### src/rtl/rxbuf_pkg.sv
package rxbuf_pkg;

    // Status byte bit positions (host software decodes these)
    localparam int ST_OVW  = 7;
    localparam int ST_SOP  = 6;
    localparam int ST_FULL = 5;
    localparam int ST_HALF = 4;
    localparam int ST_NEMP = 3;
    localparam int ST_BERR = 2;
    localparam int ST_CMPL = 1;
    localparam int ST_RERR = 0;
    localparam int ST_W    = 8;

    typedef struct packed {
        logic ovw;
        logic sop;
        logic berr;
        logic cmpl;
        logic rerr;
    } evt_flags_t;

    typedef struct packed {
        logic full;
        logic half;
        logic nemp;
    } lvl_flags_t;

    function automatic logic [ST_W-1:0] pack_status(evt_flags_t e, lvl_flags_t l);
        logic [ST_W-1:0] s;
        s          = '0;
        s[ST_OVW]  = e.ovw;
        s[ST_SOP]  = e.sop;
        s[ST_FULL] = l.full;
        s[ST_HALF] = l.half;
        s[ST_NEMP] = l.nemp;
        s[ST_BERR] = e.berr;
        s[ST_CMPL] = e.cmpl;
        s[ST_RERR] = e.rerr;
        return s;
    endfunction

endpackage

### src/rtl/rxbuf_fifo.sv
module rxbuf_fifo
    import rxbuf_pkg::*;
#(
    parameter int DEPTH = 16,
    parameter int DW    = 8
) (
    input  logic          clk,
    input  logic          rst,
    input  logic          push,
    input  logic [DW-1:0] din,
    input  logic          pop,
    input  logic          flush,
    output logic [DW-1:0] dout,
    output lvl_flags_t    lvl,
    output logic          push_lost,
    output logic          pop_miss
);
    localparam int AW   = (DEPTH > 1) ? $clog2(DEPTH) : 1;
    localparam int CW   = $clog2(DEPTH + 1);
    localparam int HALF = DEPTH / 2;

    logic [DW-1:0] mem [DEPTH];
    logic [AW-1:0] wr_ptr, rd_ptr;
    logic [CW-1:0] count;
    logic          is_full, is_empty, acc_push, acc_pop;

    function automatic logic [AW-1:0] bump(input logic [AW-1:0] p);
        return (p == AW'(DEPTH - 1)) ? '0 : p + 1'b1;
    endfunction

    assign is_full   = (count == CW'(DEPTH));
    assign is_empty  = (count == '0);
    assign acc_push  = push && !flush && !is_full;
    assign acc_pop   = pop  && !flush && !is_empty;
    assign push_lost = push && !flush && is_full;
    assign pop_miss  = pop  && !flush && is_empty;

    always_ff @(posedge clk) begin
        if (rst || flush) begin
            wr_ptr <= '0;
            rd_ptr <= '0;
            count  <= '0;
        end else begin
            if (acc_push) wr_ptr <= bump(wr_ptr);
            if (acc_pop)  rd_ptr <= bump(rd_ptr);
            case ({acc_push, acc_pop})
                2'b10:   count <= count + CW'(1);
                2'b01:   count <= count - CW'(1);
                default: count <= count;
            endcase
        end
    end

    always_ff @(posedge clk) begin
        if (acc_push) mem[wr_ptr] <= din;
    end

    assign dout     = is_empty ? '0 : mem[rd_ptr];
    assign lvl.full = is_full;
    assign lvl.half = (count >= CW'(HALF));
    assign lvl.nemp = !is_empty;

    AST_NO_OVERFLOW: assert property (@(posedge clk) disable iff (rst)
        count <= CW'(DEPTH));
    AST_EMPTY_POP_HOLD: assert property (@(posedge clk) disable iff (rst)
        (pop && !push && is_empty) |=> is_empty);
    AST_FULL_PUSH_HOLD: assert property (@(posedge clk) disable iff (rst)
        (push && !pop && !flush && is_full) |=> is_full);

endmodule

### src/rtl/rxbuf_flags.sv
module rxbuf_flags
    import rxbuf_pkg::*;
(
    input  logic       clk,
    input  logic       rst,
    input  evt_flags_t set,
    input  logic       rd_clr,
    input  logic       wr_clr,
    input  logic       sop,
    input  logic       go,
    output evt_flags_t flags
);
    logic armed;
    logic berr_clr;

    assign berr_clr = sop && (armed || go);

    always_ff @(posedge clk) begin
        if (rst) begin
            flags <= '0;
            armed <= 1'b0;
        end else begin
            flags.sop  <= set.sop  | (flags.sop  & ~rd_clr);
            flags.cmpl <= set.cmpl | (flags.cmpl & ~rd_clr);
            flags.rerr <= set.rerr | (flags.rerr & ~rd_clr);
            flags.ovw  <= set.ovw  | (flags.ovw  & ~wr_clr);
            flags.berr <= set.berr | (flags.berr & ~berr_clr);
            armed      <= (armed | go) & ~sop;
        end
    end

    AST_BERR_STICKY: assert property (@(posedge clk) disable iff (rst)
        (flags.berr && !sop) |=> flags.berr);
    AST_CMPL_WINS: assert property (@(posedge clk) disable iff (rst)
        set.cmpl |=> flags.cmpl);
    AST_RERR_WINS: assert property (@(posedge clk) disable iff (rst)
        (set.rerr && rd_clr) |=> flags.rerr);

endmodule

### src/rtl/rxbuf_irqgen.sv
module rxbuf_irqgen
    import rxbuf_pkg::*;
(
    input  logic            clk,
    input  logic            rst,
    input  logic            wr,
    input  logic [ST_W-1:0] wdata,
    input  logic [ST_W-1:0] status,
    output logic            irq
);
    logic [ST_W-1:0] mask;

    always_ff @(posedge clk) begin
        if (rst)     mask <= '0;
        else if (wr) mask <= wdata;
    end

    assign irq = |(status & mask);

    AST_IRQ_MASKED_OFF: assert property (@(posedge clk) disable iff (rst)
        $past(wr && (wdata == '0)) |-> !irq);
    AST_IRQ_NEEDS_STATUS: assert property (@(posedge clk) disable iff (rst)
        irq |-> (status != '0));

endmodule

### src/rtl/rxbuf_irq.sv
module rxbuf_irq
    import rxbuf_pkg::*;
#(
    parameter int DEPTH = 16,
    parameter int DW    = 8
) (
    input  logic            clk,
    input  logic            rst,
    input  logic            rx_push,
    input  logic [DW-1:0]   rx_data,
    input  logic            rx_sop,
    input  logic            rx_eop_ok,
    input  logic            rx_eop_crc_bad,
    input  logic            rx_eop_early,
    input  logic            rx_type_bad,
    input  logic            rx_go,
    input  logic            ovw_mode,
    input  logic            host_pop,
    output logic [DW-1:0]   host_data,
    input  logic            stat_rd,
    input  logic            stat_wr,
    output logic [ST_W-1:0] stat_data,
    input  logic            mask_wr,
    input  logic [ST_W-1:0] mask_wdata,
    output logic            irq
);
    lvl_flags_t lvl;
    evt_flags_t ev_set, ev_q;
    logic       dropping, flush, drop_start, any_eop;
    logic       push_lost, pop_miss;

    assign flush      = rx_sop && lvl.nemp &&  ovw_mode;
    assign drop_start = rx_sop && lvl.nemp && !ovw_mode;
    assign any_eop    = rx_eop_ok || rx_eop_crc_bad || rx_eop_early;

    always_ff @(posedge clk) begin
        if (rst)                      dropping <= 1'b0;
        else if (drop_start)          dropping <= 1'b1;
        else if (rx_sop || any_eop)   dropping <= 1'b0;
    end

    always_comb begin
        ev_set.ovw  = flush;
        ev_set.sop  = rx_sop;
        ev_set.berr = push_lost || pop_miss;
        ev_set.cmpl = rx_eop_ok && !dropping;
        ev_set.rerr = rx_eop_crc_bad || rx_eop_early || rx_type_bad || drop_start;
    end

    rxbuf_fifo #(.DEPTH(DEPTH), .DW(DW)) u_fifo (
        .clk       (clk),
        .rst       (rst),
        .push      (rx_push && !dropping),
        .din       (rx_data),
        .pop       (host_pop),
        .flush     (flush),
        .dout      (host_data),
        .lvl       (lvl),
        .push_lost (push_lost),
        .pop_miss  (pop_miss)
    );

    rxbuf_flags u_flags (
        .clk    (clk),
        .rst    (rst),
        .set    (ev_set),
        .rd_clr (stat_rd),
        .wr_clr (stat_wr),
        .sop    (rx_sop),
        .go     (rx_go),
        .flags  (ev_q)
    );

    assign stat_data = pack_status(ev_q, lvl);

    rxbuf_irqgen u_irq (
        .clk    (clk),
        .rst    (rst),
        .wr     (mask_wr),
        .wdata  (mask_wdata),
        .status (stat_data),
        .irq    (irq)
    );

    AST_OVW_NEEDS_MODE: assert property (@(posedge clk) disable iff (rst)
        $rose(stat_data[ST_OVW]) |-> $past(ovw_mode));
    AST_DROP_SETS_RERR: assert property (@(posedge clk) disable iff (rst)
        drop_start |=> stat_data[ST_RERR]);

endmodule

### config.mk
export PLATFORM = sky130hd
export DESIGN_NAME = rxbuf_irq
export DESIGN_NICKNAME = d
export VERILOG_FILES = /design/src/rtl/rxbuf_pkg.sv /design/src/rtl/rxbuf_fifo.sv /design/src/rtl/rxbuf_flags.sv /design/src/rtl/rxbuf_irqgen.sv /design/src/rtl/rxbuf_irq.sv
export SDC_FILE = /design/constraint.sdc
export NUM_CORES = 1
export LEC_CHECK = 0
export BUFFER_PORTS_ARGS = -buffer_cell sky130_fd_sc_hd__buf_2
export CAP_MARGIN = 10
export CORE_MARGIN = 1
export CORE_UTILIZATION = 52
export CTS_CLUSTER_DIAMETER = 40
export DETAILED_ROUTE_END_ITERATION = 8
export GPL_TIMING_DRIVEN = 0
export PLACE_DENSITY_LB_ADDON = 0.08
export SLEW_MARGIN = 40
export SYNTH_ARGS = -nofsm -noshare
export SYNTH_HDL_FRONTEND = slang
export SYNTH_HIERARCHICAL = 1
export SYNTH_SLANG_ARGS = --single-unit
### constraint.sdc
create_clock -name clk -period 5.25 [get_ports clk]
set_clock_uncertainty 0.05 [all_clocks]
set_input_delay 0.2625 -clock clk [delete_from_list [all_inputs] [get_ports clk]]
set_output_delay 0.2625 -clock clk [all_outputs]
set_load 0.01 [all_outputs]
==> flow_summary.ini <==
[outcome]
status = finished clean

[die]
die_w_um = 114
rows = 40
dieArea_sq_um = 13100
io_pins = 47
initial_core_util_pct = 54.1
core_area_sq_um = 12200
die-height_um = 114

[critical_path]
worstPathRequired_ns = 5.56
criticalPathCategory = reg2reg
end_kind = flip-flop
rrSetupSlack_ns = 1.34
startpoint = u_fifo/count[0]
r2r_start = u_fifo/count[0]
startpoint_type = flip-flop
path_max_fanout = 10
arrival_ns = 4.21

[synth]
netlist_area_sq_um = 6580
synthCells = 392
synthArstFlopShare_pct = 0
ys_ff_latch = 160
yosysWarnings = 6
syn_area_per_cell_sq_um = 16.8
synth-edff-count = 128
synth_ff_type = edfxtp_1
ys_seq_area_share_pct = 68.2
synth_fp_nets = 429
synth.distinct_cells = 54

[clock_tree]
root_buffer = clkbuf_16
postCtsHoldBufs = 0
cts_tree = done
htreeDepth = 4
cts_inserted_buffers = 17
cts_buffer_depth = 2
clock-sinks = 160
post-cts-setup-buffers = 0
cts_resized = 0
worstSkewPairLatency_ns = 0.42
clk_pin_slew_ns = 0.06

[global_route]
grt_overflow = 0
grt_usage_pct = 20.7
antenna_found_initial = 0
grt_first_pass_wirelength_um = 19400
grt_max_degree = 17
grt_pass1_vias = 3661

[route]
wl_um = 12300
vias = 3559
routed_via_density = 5.59
wire_per_inst_um = 19.4
drc_errors = 0
first_pass_iters = 4
drtAntennaViolNets = 0
dr.first_iter.drc_count = 205

[power]
power_density_nw_per_um2 = 486
seq_power_share_pct = 40.7
power_frac_clock_pct = 33.0
combPwrFrac_pct = 26.4
swShare_pct = 28.2
internal_power_uw = 2670
ir_drop_v = 0.000275
netSwitchingPower_uw = 1050
power_leakage_uw = 0.00257

[sta]
rsz0062_at_grt = false
hold_violations = 0
fmax_mhz = 256
period_needed_ns = 3.91
drv_slew = 0
setup_viol = 0
finalSetupTns_ns = 0
relSlewSlack_pct = 45.8
worstMarginPinSlew_ns = 0.810
period_share_pct = 74.4

[cells_and_area]
antennaDiodeCount = 0
area.growth.synth_to_final_pct = 16.6
nets = 493
fin_util_pct = 63.1
drive_above_1_share_pct = 30.5

[placement]
place_congestion = 0.735
port_buffers = 45
dp_hpwl_um = 8310

[worst_hold_path]
hold_start = rx_eop_crc_bad
hold_path_class = in2reg

[job]
drv_cap = 0
==> power by group through the flow <==
stage	combinational, uW	sequential [uW]	clock [uW]
after global routing	1080	1520	1300
after detailed placement	988	1540	0
after global placement	967	1540	0
after CTS	991	1510	1250
after floorplan	712	1530	0
final	982	1520	1230
==> placed cells by master (no fill, tap or decap), drive strengths merged, types with 2 or more instances in the layout <==
master	count
dfxtp	32
nand2	9
ha	7
nand4	2
inv	14
nor3	6
nor2b	2
nor2	37
or3	2
clkbuf	25
bufinv	3
a22oi	4
nor3b	2
mux2i	29
o22ai	8
nand2b	9
o41ai	2
xor2	3
a31oi	2
edfxtp	128
mux4	32
a21oi	8
or4b	3
a211oi	2
a311oi	3
or2	4
clkinv	7
o311ai	2
a41oi	2
buf	60
a2111oi	2
==> worst max-delay path, stage by stage, from the launching register on <==
cell	delay [ns]
dfxtp_1	0.38
nor4_4	0.49
nand2_1	0.29
and3_1	0.36
nand2b_1	0.22
a21oi_2	0.38
inv_2	0.06
ha_1	0.20
buf_4	0.16
xor2_1	0.14
ha_1	0.24
or4b_4	0.55
a31o_1	0.23
a21oi_2	0.10
==> synth_stat cells, drive strengths merged, types with 3 or more instances <==
library cell,n,share of area [%]
ha,7,1.3
edfxtp,128,58
mux4,32,11
nor3,6,0.46
buf,15,1.5
nand2,9,0.51
a21oi,8,0.78
a311oi,3,0.49
nor2,37,2.1
inv,13,0.74
o22ai,8,0.76
nand2b,9,0.86
xor2,3,0.40
dfxtp,32,9.7
a22oi,4,0.46
or4b,3,0.51
clkbuf,5,0.29
or2,4,0.38
mux2i,29,4.4
==> sequential cells by signal, indices dropped and copies added (netlist names), named ones only <==
name	count
u_fifo/mem	128
u_irq/mask	8
u_fifo/count	5
u_flags/flags	5
u_fifo/rd_ptr	4
u_fifo/wr_ptr	4
dropping	1
u_flags/armed	1
==> per-stage QoR <==
step | hold slack, ns | cells | setup WS, ns | total power (uW) | area, sq um
after global placement | 0.425 | 605 | 1.31 | 2500 | 7010
after CTS | 0.00647 | 637 | 1.32 | 3750 | 7640
final | 0.0129 | 637 | 1.34 | 3730 | 7670
after global routing | 0.0247 | 637 | 1.06 | 3910 | 7670
after detailed placement | 0.438 | 605 | 1.34 | 2530 | 7040
after floorplan | 0.280 | 392 | 1.76 | 2240 | 6580
==> worst paths after layout <==
path                                         end  depth (start not counted)
worst max-delay path             u_fifo/count[4]                         13
worst min-delay path                    dropping                          2
worst max register to register   u_fifo/count[4]                         13
worst min register to register  u_flags/flags[1]                          2
==> logic make-up (layout without fill, tap and decap cells) <==
group,Yosys count,after routing,share of synthesized area [%]
flops,160,160,68.2
simple gates,84,84,6.94
mux,61,61,15.4
compound gates,43,43,5.08
buf+inv,33,110,2.55
fa+ha+maj,7,7,1.33
xor+xnor,4,4,0.533
==> layer usage <==
metal  GRT usage (%)  vias to the layer above  share of wire (%)
met2            33.8                       79                 50
met3            4.76                       18                3.2
met5               0                        -                  0
li1                -                     1673                  -
met4            9.61                        0                1.9
met1            26.6                     1789                 45
==> layout make-up <==
type                    count  area, sq um
plain buffers              20          119
clock buffers              20          457
clock inverters            12          140
fillers                   901         4490
inverters                  13         48.8
multi-input cells         199         1990
flip-flops and latches    160         4480
well taps                 168          210
repair buffers             45          225
Note: power is estimated with default switching activity, not from simulation.
